--- config.mk ---
export PLATFORM = sky130hd
export DESIGN_NAME = slot_req_sync
export DESIGN_NICKNAME = d
export VERILOG_FILES = /design/src/rtl/slot_sync_pkg.sv /design/src/rtl/slot_req_tracker.sv /design/src/rtl/slot_fire_ctrl.sv /design/src/rtl/slot_valid_map.sv /design/src/rtl/slot_req_sync.sv
export SDC_FILE = /design/constraint.sdc
export NUM_CORES = 1
export LEC_CHECK = 0
export BUFFER_PORTS_ARGS = -buffer_cell sky130_fd_sc_hd__buf_2
export CAP_MARGIN = 5
export CORE_AREA = 5 5 42 44
export CTS_BUF_LIST = sky130_fd_sc_hd__clkbuf_8
export DETAILED_ROUTE_END_ITERATION = 16
export DIE_AREA = 0 0 47 49
export PLACE_DENSITY_LB_ADDON = 0.08
export SLEW_MARGIN = 20
export SYNTH_ARGS = -nofsm -noshare
export SYNTH_HDL_FRONTEND = slang
export SYNTH_SLANG_ARGS = --single-unit
--- constraint.sdc ---
create_clock -name clk -period 1 [get_ports clk]
set_input_delay 0.15 -clock clk [delete_from_list [all_inputs] [get_ports clk]]
set_output_delay 0.15 -clock clk [all_outputs]
set_load 0.01 [all_outputs]
--- src/rtl/slot_sync_pkg.sv ---
package slot_sync_pkg;

   typedef enum logic [1:0] {
      CH_TWO  = 2'b00,
      CH_FOUR = 2'b01,
      CH_SIX  = 2'b10,
      CH_RSVD = 2'b11
   } ch_mode_e;

   localparam int MAX_GROUPS = 3;

   // Codec groups needed by each channel configuration
   function automatic logic [MAX_GROUPS-1:0] mode_need(input ch_mode_e m);
      case (m)
         CH_FOUR: mode_need = 3'b011;
         CH_SIX:  mode_need = 3'b111;
         default: mode_need = 3'b001;
      endcase
   endfunction

endpackage

--- src/rtl/slot_req_tracker.sv ---
module slot_req_tracker #(
   parameter int NUM_GROUPS = 3
) (
   input  logic                  clk,
   input  logic                  rst_n,
   input  logic                  req_strobe,
   input  logic [NUM_GROUPS-1:0] req_n,
   input  logic                  consume,
   output logic [NUM_GROUPS-1:0] pend_eff
);

   logic [NUM_GROUPS-1:0] pend_q;
   logic [NUM_GROUPS-1:0] fresh;

   assign fresh    = req_strobe ? ~req_n : '0;
   assign pend_eff = pend_q | fresh;

   always_ff @(posedge clk or negedge rst_n) begin
      if (!rst_n)
         pend_q <= '0;
      else if (consume)
         pend_q <= '0;
      else
         pend_q <= pend_eff;
   end

endmodule

--- src/rtl/slot_fire_ctrl.sv ---
module slot_fire_ctrl #(
   parameter int NUM_GROUPS = 3
) (
   input  logic                  clk,
   input  logic                  rst_n,
   input  logic                  frame_start,
   input  logic [NUM_GROUPS-1:0] need,
   input  logic [NUM_GROUPS-1:0] pend_eff,
   input  logic [NUM_GROUPS-1:0] fifo_empty,
   output logic                  consume,
   output logic [NUM_GROUPS-1:0] grp_valid,
   output logic [NUM_GROUPS-1:0] pop,
   output logic                  underrun
);

   logic ready;
   logic starve;
   logic send_ok;

   assign ready   = ((pend_eff & need) == need);
   assign starve  = |(fifo_empty & need);
   assign consume = frame_start & ready;
   assign send_ok = consume & ~starve;

   always_ff @(posedge clk or negedge rst_n) begin
      if (!rst_n) begin
         grp_valid <= '0;
         pop       <= '0;
         underrun  <= 1'b0;
      end else if (frame_start) begin
         grp_valid <= send_ok ? need : '0;
         pop       <= send_ok ? need : '0;
         underrun  <= consume & starve;
      end else begin
         pop       <= '0;
         underrun  <= 1'b0;
      end
   end

endmodule

--- src/rtl/slot_valid_map.sv ---
module slot_valid_map #(
   parameter int NUM_GROUPS      = 3,
   parameter int SLOTS_PER_GROUP = 2
) (
   input  logic [NUM_GROUPS-1:0]                 grp_valid,
   output logic [NUM_GROUPS*SLOTS_PER_GROUP-1:0] slot_valid
);

   for (genvar g = 0; g < NUM_GROUPS; g++) begin : g_grp
      for (genvar s = 0; s < SLOTS_PER_GROUP; s++) begin : g_slot
         assign slot_valid[g*SLOTS_PER_GROUP+s] = grp_valid[g];
      end
   end

endmodule

--- src/rtl/slot_req_sync.sv ---
module slot_req_sync
   import slot_sync_pkg::*;
#(
   parameter int NUM_GROUPS      = 3,
   parameter int SLOTS_PER_GROUP = 2
) (
   input  logic                                  clk,
   input  logic                                  rst_n,
   input  logic [1:0]                            ch_mode_i,
   input  logic                                  frame_start_i,
   input  logic                                  req_strobe_i,
   input  logic [NUM_GROUPS-1:0]                 req_n_i,
   input  logic [NUM_GROUPS-1:0]                 fifo_empty_i,
   output logic [NUM_GROUPS*SLOTS_PER_GROUP-1:0] slot_valid_o,
   output logic [NUM_GROUPS-1:0]                 fifo_pop_o,
   output logic                                  underrun_o
);

   localparam int NUM_SLOTS = NUM_GROUPS * SLOTS_PER_GROUP;

   if (NUM_GROUPS < 1 || NUM_GROUPS > MAX_GROUPS) begin : g_bad_groups
      $error("slot_req_sync: NUM_GROUPS must be 1..%0d", MAX_GROUPS);
   end
   if (SLOTS_PER_GROUP < 1) begin : g_bad_slots
      $error("slot_req_sync: SLOTS_PER_GROUP must be at least 1");
   end

   logic [MAX_GROUPS-1:0] need_full;
   logic [NUM_GROUPS-1:0] need;
   logic [NUM_GROUPS-1:0] pend_eff;
   logic [NUM_GROUPS-1:0] grp_valid;
   logic                  consume;
   logic [NUM_SLOTS-1:0]  slot_valid;

   assign need_full = mode_need(ch_mode_e'(ch_mode_i));
   assign need      = need_full[NUM_GROUPS-1:0];

   slot_req_tracker #(.NUM_GROUPS(NUM_GROUPS)) u_track (
      .clk        (clk),
      .rst_n      (rst_n),
      .req_strobe (req_strobe_i),
      .req_n      (req_n_i),
      .consume    (consume),
      .pend_eff   (pend_eff)
   );

   slot_fire_ctrl #(.NUM_GROUPS(NUM_GROUPS)) u_fire (
      .clk         (clk),
      .rst_n       (rst_n),
      .frame_start (frame_start_i),
      .need        (need),
      .pend_eff    (pend_eff),
      .fifo_empty  (fifo_empty_i),
      .consume     (consume),
      .grp_valid   (grp_valid),
      .pop         (fifo_pop_o),
      .underrun    (underrun_o)
   );

   slot_valid_map #(
      .NUM_GROUPS      (NUM_GROUPS),
      .SLOTS_PER_GROUP (SLOTS_PER_GROUP)
   ) u_map (
      .grp_valid  (grp_valid),
      .slot_valid (slot_valid)
   );

   assign slot_valid_o = slot_valid;

endmodule

[Yosys cells after proc, flatten, opt, wreduce, memory -nomap -nowiden]
Cells that the tools add are included.
Word-level totals
  flip-flop bits (word level): 10
  latch bits: 0
  bits in writable memories: 0
  ROM bits: 0
  output and inout bits: 10
  word-level logic and storage cells: 22
  memories: 0
Cells by class
  add/sub/neg operators: 0
  $mul: 0
  divide/modulo/power cells: 0
  magnitude comparators: 0
  eq/ne operators: 3
  shift operators: 0
  mux-type cells: 6
  bitwise logic cells: 8
  reduce and logical (&&, ||, !) cells: 1
Operators by type and width (number)
  $mux W3: 4
  $and A3 B3 Y3: 2
  $pmux W3 S2: 1
  $and A1 B1 Y1: 3
  $eq A3 B3 Y1: 1
  $not A3 Y3: 1
  $or A3 B3 Y3: 1
  $reduce_or A3 Y1: 1
  $eq A2 B1 Y1 const B: 1
  $eq A2 B2 Y1 const B: 1
  $mux W1: 1
  $not A1 Y1: 1

[Logic depth before layout (Yosys ltp)]
  word-level depth: 9
  gate-level depth with buffers: 5
  gate-level depth less buffers: 5

[Modules after synthesis]
From an unflattened synthesis, not the netlist that was laid out.
Second synthesis, totals
  cell total of the unflattened synthesis: 52
  area, all modules: 506.7 µm²
By module, submodules not included
  slot_fire_ctrl: instances 1, cells an instance 27, area each 306.5 µm²
  slot_req_tracker: instances 1, cells an instance 15, area each 131.4 µm²
  slot_valid_map: instances 1, cells an instance 6, area each 45.0 µm²
  slot_req_sync: instances 1, cells an instance 4, area each 23.8 µm²

[Worst setup path after synthesis]
No wires, ideal clock.
  path kind: in2reg
  from: in ch_mode_i[0]
  to: reg u_fire.grp_valid[0]
  library setup time: 0.136 ns
  arrival time: 1.019 ns
  required time: 0.864 ns
  setup slack: -0.155 ns
  stages: 4
  cells stage by stage: inv_1 > ha_1 > o32ai_4 > o32ai_1
Between the ends
  cells in the longest elaborated chain, start to end: 7
  elaborated cells between the ends (all ways): 11
  classes of those cells: eq/ne (3); mux (2); bitwise (5); reduce/logical (1)
RTL lines
  start, declared: line slot_req_sync.sv:9  | input logic [1:0] ch_mode_i,
  $eq A2 B2 Y1 or $eq A2 B1 Y1 (tied branches): line slot_sync_pkg.sv:14  | case (m)
  $pmux W3 S2 *: line slot_sync_pkg.sv:14
  $and A3 B3 Y3, on equally long branches: line slot_fire_ctrl.sv:20, slot_fire_ctrl.sv:21
  $eq A3 B3 Y1 or $reduce_or A3 Y1 (tied branches): line slot_fire_ctrl.sv:20, slot_fire_ctrl.sv:21
  $and A1 B1 Y1 or $not A1 Y1 (tied branches): line slot_fire_ctrl.sv:22, slot_fire_ctrl.sv:23
  $and A1 B1 Y1 *: line slot_fire_ctrl.sv:23  | assign send_ok = consume & ~starve;
  $mux W3 *: line slot_fire_ctrl.sv:31  | grp_valid <= send_ok ? need : '0;
  end signal, assigned: line slot_fire_ctrl.sv:31
  end, declared: line slot_fire_ctrl.sv:11  | output logic [NUM_GROUPS-1:0] grp_valid,
Mark *: on every way between the ends. The rest lies on a longest branch, timed or not.
A chain may end at the register's enable or synchronous reset.

[Final worst setup path]
  from: reg u_track.pend_q[2]
  to: reg u_track.pend_q[0]
Between the ends
  cells in the longest elaborated chain, start to end: 5
RTL lines
  start, declared: line slot_req_tracker.sv:12  | logic [NUM_GROUPS-1:0] pend_q;
  start signal, assigned: line slot_req_tracker.sv:24  | pend_q <= pend_eff;
  $or A3 B3 Y3: line slot_req_tracker.sv:16  | assign pend_eff = pend_q | fresh;
  $and A3 B3 Y3: line slot_fire_ctrl.sv:20  | assign ready = ((pend_eff & need) == need);
  $eq A3 B3 Y1: line slot_fire_ctrl.sv:20
  $and A1 B1 Y1: line slot_fire_ctrl.sv:22  | assign consume = frame_start & ready;
  $mux W3: line slot_req_tracker.sv:21  | else if (consume)
Every way passes these cells.

==> out/results.ini <==
[outcome]
outcome=complete, but fails checks
violations=negative setup slack

[sta]
min_period_over_period_pct=111
slew_headroom_pct=74.2
fin_crit_ps=1110
timing.fmax_ghz=0.903
worst_pin_slew_ps=387
setup_slack_ps=-107
drv_slew=0
grt_setup_unrepaired=yes
setup_violations=8
hold_violations=0
clock_skew_ps=2.93
setup_tns_ps=-714

[hold_path]
hold_end=u_fire.grp_valid[0]
holdCritStartpoint=frame_start_i
min_delay_path_depth=2
hp-class=in2reg

[placement]
place_ws_ps=-224
portBuffers=21
dpl_cell_area_um2=642
place_hpwl_um=827
routabilityCongestion=0.721

[yosys]
synthCells=41
ys_seq_area_share_pct=51.8
yosys.area_share.adder_pct=2.59
synth_top_area_share_pct=51.8
avgSynthCellArea_um2=11.8
synth_seq_cells=10
yosysTopAreaCell=dfrtp_1
synthXorXnorAreaFrac_pct=0
synth_compound_area_share_pct=20.7
synth_warnings=0
synth_cell_types=21
synthTopCellsByArea=dfrtp_1 (52%), o32ai_4 (5.7%), buf_4 (4.7%)
synth_top_family_by_area=compound AO/OA/AOI/OAI gates
synthMuxAreaShare_pct=0
syn-cell-area_um2=483
syn-num-nets=54
synth-simple-area-share_pct=16.3

[grt]
gr-usage-all-layers_pct=10.4
grt_pass1_wl_mm=1.69
grt_max_degree=11
grt_pass1_vias=393
overflow=0
antenna_found_initial=0

[cells_and_area]
n_antenna_cell=0
mostFrequentLayoutCells=buf_2 (21), dfrtp_1 (10), buf_4 (5)
area.growth.synth_to_final_pct=47.9
layout.nets=83
fillCellCount=136
stdcell_area_um2=714
final_common_cell=buf_2
drive_gt1_share_pct=55.1

[floorplanning]
start_util_pct=34.5
die_w_um=47
die_h_um=49
ios=22
dieArea_um2=2300
rows=14
core_um2=1400

[setup_path]
cpMaxStageDelayCell=dfrtp_1
path_delay_family=compound AO/OA/AOI/OAI gates
cp_max_fo=8
worstRegToRegCells=3
critPathKind=reg2reg
required_ps=1180
path_cells=or2b_1 > o32ai_4 > o22a_1
start_kind=flip-flop
end_kind=flip-flop
max_stage_delay_ps=370
arrival_ps=1280
r2r-end=u_track.pend_q[0]
cp.buffers_inverters=0
r2r_start=u_track.pend_q[2]
ff2ff_setup_slack_ps=-110

[drt]
drt_pass1_iterations=2
wl_per_cell_um=12.3
dr_total_vias=402
drc_errors=0
ant_nets=0
vias_per_cell=4.73
drt_wl_total_mm=1.05
drt_iter0_markers=9

[clock_network]
cts_tree=built
clockBufferDepth=2
clock-sinks=10
htree_levels=1
numCtsBuffers=3
insertion_delay_ps=240
clkTransAtPathRegs_ps=50
postCtsSetupBuffers=0
cts_root_buf=clkbuf_8

[run]
cap_viol_max_count=0

[power]
vdd_drop_max_v=0.00114
powerDensity_nw_per_um2=1710
pwr-share-clk_pct=41.3
p_sw_mw=0.303
power_mw=1.22
p_seq_share_pct=38.6
switching_share_pct=24.8
leakagePower_nw=0.370
internal-power_mw=0.917
pwr-share-comb_pct=20.1

Yosys cell counts, drive strengths merged:
cell type / instances
o21ai: 2
nor2b: 1
a21oi: 1
or2b: 1
buf: 3
dfrtp: 10
ha: 1
inv: 5
nor3b: 1
o22a: 3
o32ai: 2
o41ai: 2
nor3: 2
nand2: 2
and2b: 2
nor4: 2
nor2: 1
logic make-up after synthesis:
family,after synthesis
compound gates,10
fa+ha+maj,1
buf+inv,8
flops,10
simple gates,12
metrics by stage:
| step | hold WS [ps] | utilization [%] | instances |
|---|---|---|---|
| floorplan | -146 | - | 41 |
| global placement | 21.6 | 45.8 | 80 |
| detailed placement | 21.7 | 45.8 | 80 |
| CTS | 154 | 51.0 | 85 |
| global route | 174 | 51.0 | 85 |
| finish | 158 | 51.0 | 85 |
power groups by stage:
stage | registers, mW | clock network [mW] | logic [mW]
2_1_floorplan | 0.482 | 0 | 0.137
3_5_place_dp | 0.475 | 0 | 0.241
4_1_cts | 0.471 | 0.521 | 0.249
3_3_place_gp | 0.475 | 0 | 0.238
5_1_grt | 0.476 | 0.539 | 0.271
6_report | 0.471 | 0.504 | 0.245
area by class of cell:
type	instances	area (um^2)	share of cell area [%]
Clock buffer	4	55.1	7.71
Inverter	5	21.3	2.98
Multi-Input combinational cell	23	215	30.1
Sequential cell	10	250	35.0
Tap cell	16	20.0	2.80
Timing Repair Buffer	27	153	21.4
flip-flops by register name, indices dropped and copies added, names as in the netlist:
signal,cells
u_fire.pop,3
u_fire.grp_valid,3
u_track.pend_q,3
u_fire.underrun,1
how the worst max path moves through the flow:
stage                          end  slack (ps)              start  depth (start not counted)
2_1_floorplan  u_fire.grp_valid[0]         -20  u_track.pend_q[2]                          3
3_3_place_gp   u_fire.grp_valid[1]        -200       ch_mode_i[0]                          6
3_5_place_dp   u_fire.grp_valid[1]        -220       ch_mode_i[0]                          6
4_1_cts              u_fire.pop[1]        -100  u_track.pend_q[2]                          3
5_1_grt              u_fire.pop[1]        -170  u_track.pend_q[2]                          3
6_report         u_track.pend_q[0]        -110  u_track.pend_q[2]                          3
worst register-to-register path, stage by stage, from the launching register on:
cell and delay [ps]:
dfrtp_1 370, or2b_1 260, o32ai_4 210, o22a_1 210
metal layers:
layer  vias up  global-route usage (%)  wire, um
met5         -                       0         0
met4         0                    4.15        13
met3         3                    5.54       108
met2        17                    15.6       518
met1       183                    12.0       405
li1        199                       -         -
repair_timing:
item / CTS / global route
hold buffers: 1 / 0
gates resized for setup: 1 / 0
endpoints found under the hold margin: 10 / 0
pin swaps: 3 / 2
setup endpoints to repair: 9 / 8
No activity file was read; power rests on OpenSTA's default activity.
